--- config.mk ---
export PLATFORM = sky130hd
export DESIGN_NAME = enh_regbank
export DESIGN_NICKNAME = d
export VERILOG_FILES = /design/src/rtl/enh_pkg.sv /design/src/rtl/enh_mode_ctl.sv /design/src/rtl/enh_param_mem.sv /design/src/rtl/enh_read_mux.sv /design/src/rtl/enh_regbank.sv
export SDC_FILE = /design/constraint.sdc
export NUM_CORES = 1
export LEC_CHECK = 0
export ABC_AREA = 0
export BUFFER_PORTS_ARGS = -buffer_cell sky130_fd_sc_hd__buf_2
export CORE_ASPECT_RATIO = 0.8
export CORE_MARGIN = 2
export CORE_UTILIZATION = 30
export DETAILED_ROUTE_END_ITERATION = 10
export GPL_TIMING_DRIVEN = 1
export RECOVER_POWER = 50
export SYNTH_ARGS = -nofsm -noshare
export SYNTH_HDL_FRONTEND = slang
export SYNTH_SLANG_ARGS = --single-unit
--- constraint.sdc ---
create_clock -name clk -period 2.3 [get_ports clk]
set_input_delay 0.345 -clock clk [delete_from_list [all_inputs] [get_ports clk]]
set_output_delay 0.345 -clock clk [all_outputs]
set_load 0.005 [all_outputs]
--- src/rtl/enh_pkg.sv ---
package enh_pkg;

    localparam int unsigned BYTE_W = 8;
    localparam int unsigned IDX_W  = 4;

    // write register indices
    localparam logic [IDX_W-1:0] W_DATA     = 4'd0;
    localparam logic [IDX_W-1:0] W_MARK     = 4'd1;
    localparam logic [IDX_W-1:0] W_CRC      = 4'd2;
    localparam logic [IDX_W-1:0] W_PARAM    = 4'd3;
    localparam logic [IDX_W-1:0] W_PHASE    = 4'd4;
    localparam logic [IDX_W-1:0] W_SETUP    = 4'd5;
    localparam logic [IDX_W-1:0] W_MODE_CLR = 4'd6;
    localparam logic [IDX_W-1:0] W_MODE_SET = 4'd7;
    // read register indices
    localparam logic [IDX_W-1:0] R_PARAM     = 4'd11;
    localparam logic [IDX_W-1:0] R_PHASE     = 4'd12;
    localparam logic [IDX_W-1:0] R_STATUS    = 4'd14;
    localparam logic [IDX_W-1:0] R_HANDSHAKE = 4'd15;

    localparam int unsigned ACTIVE_BIT = 6;
    localparam logic [BYTE_W-1:0] DRIVE_QUERY  = 8'h77;
    localparam logic [BYTE_W-1:0] SENSE_ANSWER = 8'h08;
    localparam logic [BYTE_W-1:0] STATUS_BASE  = 8'h00;

    typedef struct packed {
        logic              valid;   // qualified by the active flag
        logic              write;
        logic [IDX_W-1:0]  idx;
        logic [BYTE_W-1:0] data;
    } acc_t;

    function automatic logic is_wr(acc_t a, logic [IDX_W-1:0] i);
        return a.valid && a.write && (a.idx == i);
    endfunction

    function automatic logic is_rd(acc_t a, logic [IDX_W-1:0] i);
        return a.valid && !a.write && (a.idx == i);
    endfunction

endpackage

--- src/rtl/enh_mode_ctl.sv ---
module enh_mode_ctl
    import enh_pkg::*;
(
    input  logic              clk,
    input  logic              rst,
    input  logic              unlock_i,
    input  acc_t              acc_i,
    output logic [BYTE_W-1:0] mode_o,
    output logic              legacy_req_o
);
    logic [BYTE_W-1:0] mode_q;
    logic [BYTE_W-1:0] mode_nx;
    logic              drop;

    always_comb begin
        mode_nx = mode_q;
        if (is_wr(acc_i, W_MODE_CLR)) mode_nx = mode_q & ~acc_i.data;
        if (is_wr(acc_i, W_MODE_SET)) mode_nx = mode_q | acc_i.data;
        if (unlock_i)                 mode_nx[ACTIVE_BIT] = 1'b1;
        drop = is_wr(acc_i, W_MODE_CLR) && !mode_nx[ACTIVE_BIT];
    end

    always_ff @(posedge clk) begin
        if (rst) begin
            mode_q       <= '0;
            legacy_req_o <= 1'b0;
        end else begin
            mode_q       <= mode_nx;
            legacy_req_o <= drop;
        end
    end

    assign mode_o = mode_q;
endmodule

--- src/rtl/enh_param_mem.sv ---
module enh_param_mem
    import enh_pkg::*;
#(
    parameter int unsigned DEPTH = 16,
    localparam int unsigned PTR_W = $clog2(DEPTH)
) (
    input  logic              clk,
    input  logic              rst,
    input  acc_t              acc_i,
    output logic [BYTE_W-1:0] byte_o,
    output logic [PTR_W-1:0]  ptr_o
);
    logic [BYTE_W-1:0] mem_q [DEPTH];
    logic [PTR_W-1:0]  ptr_q;

    always_ff @(posedge clk) begin
        if (rst) begin
            ptr_q <= '0;
        end else if (acc_i.valid && acc_i.idx == W_MODE_CLR) begin
            ptr_q <= '0;
        end else if (is_wr(acc_i, W_PARAM) || is_rd(acc_i, R_PARAM)) begin
            ptr_q <= ptr_q + 1'b1;
        end
    end

    for (genvar g = 0; g < DEPTH; g++) begin : g_cell
        always_ff @(posedge clk) begin
            if (rst)
                mem_q[g] <= '0;
            else if (is_wr(acc_i, W_PARAM) && ptr_q == PTR_W'(g))
                mem_q[g] <= acc_i.data;
        end
    end

    assign byte_o = mem_q[ptr_q];
    assign ptr_o  = ptr_q;
endmodule

--- src/rtl/enh_read_mux.sv ---
module enh_read_mux
    import enh_pkg::*;
(
    input  acc_t              acc_i,
    input  logic              active_i,
    input  logic [BYTE_W-1:0] phase_i,
    input  logic [BYTE_W-1:0] param_i,
    output logic [BYTE_W-1:0] rdata_o
);
    logic [BYTE_W-1:0] status;

    always_comb begin
        status             = STATUS_BASE;
        status[ACTIVE_BIT] = active_i;
        rdata_o            = '0;
        if (acc_i.valid && !acc_i.write) begin
            unique case (acc_i.idx)
                R_PHASE:     rdata_o = phase_i;
                R_PARAM:     rdata_o = param_i;
                R_STATUS:    rdata_o = status;
                R_HANDSHAKE: rdata_o = (phase_i == DRIVE_QUERY) ? SENSE_ANSWER : '0;
                default:     rdata_o = '0;
            endcase
        end
    end
endmodule

--- src/rtl/enh_regbank.sv ---
module enh_regbank
    import enh_pkg::*;
#(
    parameter int unsigned ADDR_W     = 13,
    parameter int unsigned REG_SHIFT  = 9,
    parameter int unsigned PRAM_DEPTH = 16,
    localparam int unsigned PTR_W     = $clog2(PRAM_DEPTH)
) (
    input  logic              clk,
    input  logic              rst,
    input  logic              unlock_i,
    input  logic              acc_valid_i,
    input  logic              acc_write_i,
    input  logic [ADDR_W-1:0] acc_addr_i,
    input  logic [7:0]        acc_wdata_i,
    output logic [7:0]        acc_rdata_o,
    output logic [7:0]        mode_o,
    output logic              enh_active_o,
    output logic              legacy_req_o
);
    acc_t              acc;
    logic [IDX_W-1:0]  acc_idx;
    logic [BYTE_W-1:0] phase_q;
    logic [BYTE_W-1:0] param_byte;
    logic [PTR_W-1:0]  ptr;

    assign acc_idx      = acc_addr_i[REG_SHIFT +: IDX_W];
    assign enh_active_o = mode_o[ACTIVE_BIT];

    always_comb begin
        acc.valid = acc_valid_i && enh_active_o;
        acc.write = acc_write_i;
        acc.idx   = acc_idx;
        acc.data  = acc_wdata_i;
    end

    always_ff @(posedge clk) begin
        if (rst)
            phase_q <= '0;
        else if (is_wr(acc, W_PHASE))
            phase_q <= acc.data;
    end

    enh_mode_ctl u_mode (
        .clk(clk), .rst(rst), .unlock_i(unlock_i), .acc_i(acc),
        .mode_o(mode_o), .legacy_req_o(legacy_req_o)
    );

    enh_param_mem #(.DEPTH(PRAM_DEPTH)) u_pmem (
        .clk(clk), .rst(rst), .acc_i(acc),
        .byte_o(param_byte), .ptr_o(ptr)
    );

    enh_read_mux u_rmux (
        .acc_i(acc), .active_i(enh_active_o), .phase_i(phase_q),
        .param_i(param_byte), .rdata_o(acc_rdata_o)
    );
endmodule

# Word level (Yosys, flattened, before mapping)
# Memories as Yosys holds them, arrays and structs flattened. A register that Yosys moved wholly into a read port is not among the register bits.
# Index checks and enable logic that the tools add are counted.
[totals]
word_cells = 156
latchBits = 0
romBits = 0
out_inout_bits = 18
in_bits = 26
reg_bits = 21
n_memories = 1
mem_bits_rw = 128
[memory_table]
columns = ["memory", "words", "word_bits", "read_ports", "rd_clocked_by_memory_dff", "wr", "line", "rtl"]
rows = [
  ["u_pmem.mem_q", 16, 8, 1, 1, 16, "enh_param_mem.sv:13", "logic [BYTE_W-1:0] mem_q [DEPTH];"],
]
[classes]
n_bitwise = 19
shift = 0
muxes = 74
n_mul = 0
reduce_logical = 32
n_div = 0
n_addsub = 1
n_eq_ne = 24
magnitude_cmp = 0
[ops]
columns = ["operator", "count"]
rows = [
  ["$mux 8", 19],
  ["$mux 1", 51],
  ["$eq 4x4->1 const B", 12],
  ["$pmux 8 s4", 1],
  ["$eq 4x3->1 const B", 7],
  ["$logic_and 1x1->1", 26],
  ["$or 1x1->1", 16],
  ["$eq 4x2->1 const B", 3],
  ["$mux 4", 3],
  ["$and 8x8->8", 1],
  ["$eq 8x7->1 const B", 1],
  ["$not 8->8", 1],
  ["$or 8x8->8", 1],
  ["$add 4x1->4 const B", 1],
  ["$eq 4x1->1 const B", 1],
  ["$logic_not 4->1", 1],
  ["$logic_not 1->1", 2],
  ["$reduce_bool 2->1", 1],
  ["$reduce_or 2->1", 1],
  ["$logic_or 1x1->1", 1],
]

# Longest topological paths before layout
[depth]
word_depth = 8
depth_mapped = 7
ltp_nobuf = 5

# Cells and area by module
# From an unflattened synthesis, not the netlist that was laid out.
[unflattened]
hier_cells = 562
hier_area_um2 = 7240.7
[by_module_without_submodules]
columns = ["mod", "cells_each", "area_each_um2", "seq_area_each_um2", "instances"]
rows = [
  ["enh_param_mem", 449, 6182.2, 4003.8, 1],
  ["enh_mode_ctl", 42, 429.2, 180.2, 1],
  ["enh_regbank", 37, 392.9, 160.2, 1],
  ["enh_read_mux", 34, 236.5, 0.0, 1],
]

# Worst setup path after synthesis
# No wires, ideal clock.
[synth_path]
path_type = "register to register"
startpoint = "register u_mode.mode_q[6] (netlist: u_mode.mode_o[6])"
endpoint = "memory u_pmem.mem_q[4][0] (enable)"
synth_period_minus_slack_ns = 1.833
path_stages_with_launch = 6
setup_time_ns = 0.326
setup_slack_ns = 0.467
path_buffers = 1
required_time_ns = 1.974
arrival_ns = 1.507
cell_sequence = "dfxtp_1 > and4b_2 > buf_6 > nand2_2 > nor3b_2 > a21o_1"
[synth_rtl]
columns = ["item", "line", "rtl"]
rows = [
  ["from (decl)", "enh_mode_ctl.sv:11", "logic [BYTE_W-1:0] mode_q;"],
  ["from (signal assigned)", "enh_mode_ctl.sv:28", "mode_q <= mode_nx;"],
  ["to (decl)", "enh_param_mem.sv:13", ""],
]

==> results.py <==
metrics = {
    "floorplanning": {
        "die-width_um": 179,
        "dieArea_um2": 25800,
        "die_height_um": 144,
        "ioPinCount": 44,
        "rows": 51,
        "start_util_pct": 30.4,
        "core_um2": 24200,
    },
    "sta": {
        "worst_slew_pin_slew_ps": 589,
        "finalClockSkew_ps": 7.54,
        "report.final.slew_viol_count": 0,
        "min_period_ps": 2570,
        "setup_slack_ps": -273,
        "max_freq_mhz": 389,
        "maxSlewHeadroom_pct": 60.6,
        "whs_ps": 182,
        "fin_crit_sh_pct": 112,
        "finalSetupViolations": 8,
        "rsz0062_at_grt": "true",
        "hold_violations": 0,
    },
    "setup_path": {
        "path_class": "reg2out",
        "cp.arrival_ps": 2230,
        "critPathSlowestCell": "mux4_2",
        "cp_cell_sequence": "buf_12, mux4_2, mux2i_2, nor3_1, a211o_1, buf_2",
        "startpoint_type": "register",
        "critPathMaxFanout": 7,
        "required_ps": 1960,
        "endpoint_kind": "primary output",
        "max_stage_delay_ps": 570,
    },
    "synthesis": {
        "synth_edf_count": 128,
        "synth_xor_area_share_pct": 0.357,
        "synth_top_family_by_area": "simple AND/OR/NAND/NOR gates",
        "async_flop_share_pct": 0,
        "synth_fa_ha_area_share_pct": 0.680,
        "avgSynthCellArea_um2": 13.9,
        "synth_cell_types": 53,
        "synthMuxAreaShare_pct": 12.7,
        "seq_area_frac_synth_pct": 59.0,
        "synth_nets": 560,
        "yosys.area_share.simple_pct": 18.9,
        "yosys_most_used_dff": "edfxtp_1",
        "synth_warnings": 0,
        "synth_compound_area_share_pct": 4.69,
        "ys_seq_elements": 153,
        "syn_inst": 530,
        "syn_area_um2": 7360,
    },
    "global_route": {
        "grtUsageTotal_pct": 15.9,
        "grt_pass1_wl_um": 29100,
        "antenna_found_initial": 0,
        "grt_max_degree": 28,
        "grt_pass1_vias": 4662,
        "grt-ovfl-total": 0,
    },
    "worst_hold_path": {
        "hp-class": "in2reg",
    },
    "clock_tree": {
        "cts_tree": "built",
        "cts_made_buffers": 17,
        "cts_root_buf": "clkbuf_16",
        "clkTransAtPathRegs_ps": 60,
        "clock-sinks": 153,
        "postCtsHoldBufs": 0,
        "clock_latency_ps": 430,
        "cts_buffer_depth": 2,
        "cts_max_level": 4,
    },
    "finish": {
        "fin_nets": 609,
        "syn_to_final_growth_pct": 18.5,
        "final_cells": 910,
        "antenna_cells": 0,
        "fin_util_pct": 36.0,
        "final_layout_size_suffix_gt1_share_pct": 23.5,
        "design_area_um2": 8720,
    },
    "placement": {
        "dpl_cell_area_um2": 8100,
        "place.gp.congestion": 0.852,
        "dp_hpwl_um": 13100,
        "port_buffers": 34,
        "place_inst": 874,
    },
    "route": {
        "wl_um": 19200,
        "ant_nets": 0,
        "num_vias": 4672,
        "avgViaCountPerCell": 5.13,
        "drc_errors": 0,
        "dr.first_iter.drc_count": 494,
        "firstDrtPassIters": 5,
        "wl_per_cell_um": 21.1,
    },
    "pwr": {
        "power_density_nw_per_um2": 749,
        "p_leak_nw": 3.24,
        "irDropWorstVdd_mv": 0.427,
    },
    "outcome": {
        "violations": "setup timing",
        "status": "complete, but fails checks",
    },
    "flow_run": {
        "timing.max_cap.violations": 0,
    },
}
[repair_timing]
action	CTS	global route
pin swaps	5	2
setup endpoints to repair	8	8
cloned	2	0
resized for setup	19	5
setup buffers	2	0
[state kept, by name (all words and copies together) (netlist names), named ones only]
signal	flops
u_mode.mode_o	8
phase_q	8
u_pmem.mem_q	128
u_pmem.ptr_o	4
u_mode.legacy_req_o	1
[cells in the mapped netlist, drive strengths merged (6+ instances only)]
cell	count	area (µm²)
mux2i	19	190
clkbuf	24	95.1
dfxtp	25	500
a211o	6	52.6
buf	16	128
mux4	31	724
nor3	24	136
nand2	19	76.3
a21o	16	120
a32o	7	70.1
inv	10	37.5
o21ai	8	40.0
nor2	33	184
and2	113	707
nand4	10	77.6
edfxtp	128	3840
[metal layers]
| layer | track usage (%) | routed length, µm | vias up |
|---|---|---|---|
| met4 | 5.43 | 335 | 0 |
| met1 | 22.8 | 9160 | 2385 |
| met5 | 0 | 0 | - |
| met2 | 22.9 | 8280 | 193 |
| li1 | - | - | 2065 |
| met3 | 4.86 | 1460 | 29 |
[final cells by class]
| class | count | area, µm² |
|---|---|---|
| clock buffer | 17 | 425 |
| clock inverter | 15 | 249 |
| fill | 2339 | 15500 |
| inverter | 11 | 41.3 |
| multi-input combinational | 326 | 2730 |
| sequential | 153 | 4350 |
| tap | 318 | 398 |
| timing repair buffer | 70 | 528 |
[metrics by stage]
stage	TNS [ps]	power [mW]	worst slack, ps
2_1_floorplan	0	3.30	467
3_3_place_gp	0	3.42	61.2
3_5_place_dp	0	3.44	66.1
4_1_cts	-2150	6.61	-302
5_1_grt	-5650	6.75	-342
6_report	-1970	6.53	-273
[layout by cell type, fill, tap and decap left out, types with 7 or more instances in the layout]
| cell | Yosys | layout |
|---|---|---|
| a21o_1 | 16 | 16 |
| a32o_1 | 7 | 7 |
| and2_0 | 0 | 40 |
| and2_1 | 113 | 73 |
| buf_12 | 1 | 7 |
| buf_2 | 8 | 28 |
| buf_4 | 3 | 13 |
| clkbuf_1 | 22 | 15 |
| clkbuf_16 | 0 | 17 |
| dfxtp_1 | 25 | 23 |
| edfxtp_1 | 128 | 128 |
| inv_1 | 9 | 9 |
| mux2i_1 | 19 | 15 |
| mux4_2 | 24 | 29 |
| nand2_1 | 17 | 18 |
| nand4_1 | 9 | 9 |
| nor2_1 | 25 | 29 |
| nor3_1 | 22 | 21 |
[logic make-up (layout without fill, tap and decap cells)]
| logic type | count (synthesis) | count (layout) |
|---|---|---|
| flip-flops | 153 | 153 |
| multiplexers | 52 | 52 |
| buffers and inverters | 51 | 113 |
| XOR/XNOR | 3 | 3 |
| adder cells (fa/ha/maj) | 4 | 4 |
| AO/OA/AOI/OAI | 46 | 46 |
| AND/OR/NAND/NOR | 221 | 221 |
[where the power goes]
part / internal (mW) / switching, mW / leakage, nW
logic: 0.0805 / 0.171 / 1.42
clock network: 2.04 / 1.14 / 0.323
registers: 3.08 / 0.0293 / 1.50
[worst max-delay path, delay by kind of cell (launching register included)]
kind	cells	cell delay [ps]
multiplexers	2	790
flip-flops	1	390
AO/OA/AOI/OAI	1	260
AND/OR/NAND/NOR	1	70
buffers and inverters	2	290
[path summary, 6_finish.rpt]
check	slack, ps	cells past startpoint	end	from
setup / recovery	-270	6	acc_rdata_o[5]	register
hold / removal	180	3	phase_q[6]	acc_wdata_i[6]
setup reg to reg	90	4	u_pmem.mem_q[1][4]	u_mode.mode_o[6]
hold reg to reg	500	1	u_mode.mode_o[1]	u_mode.mode_o[1]
No activity file was read; power rests on OpenSTA's default activity.
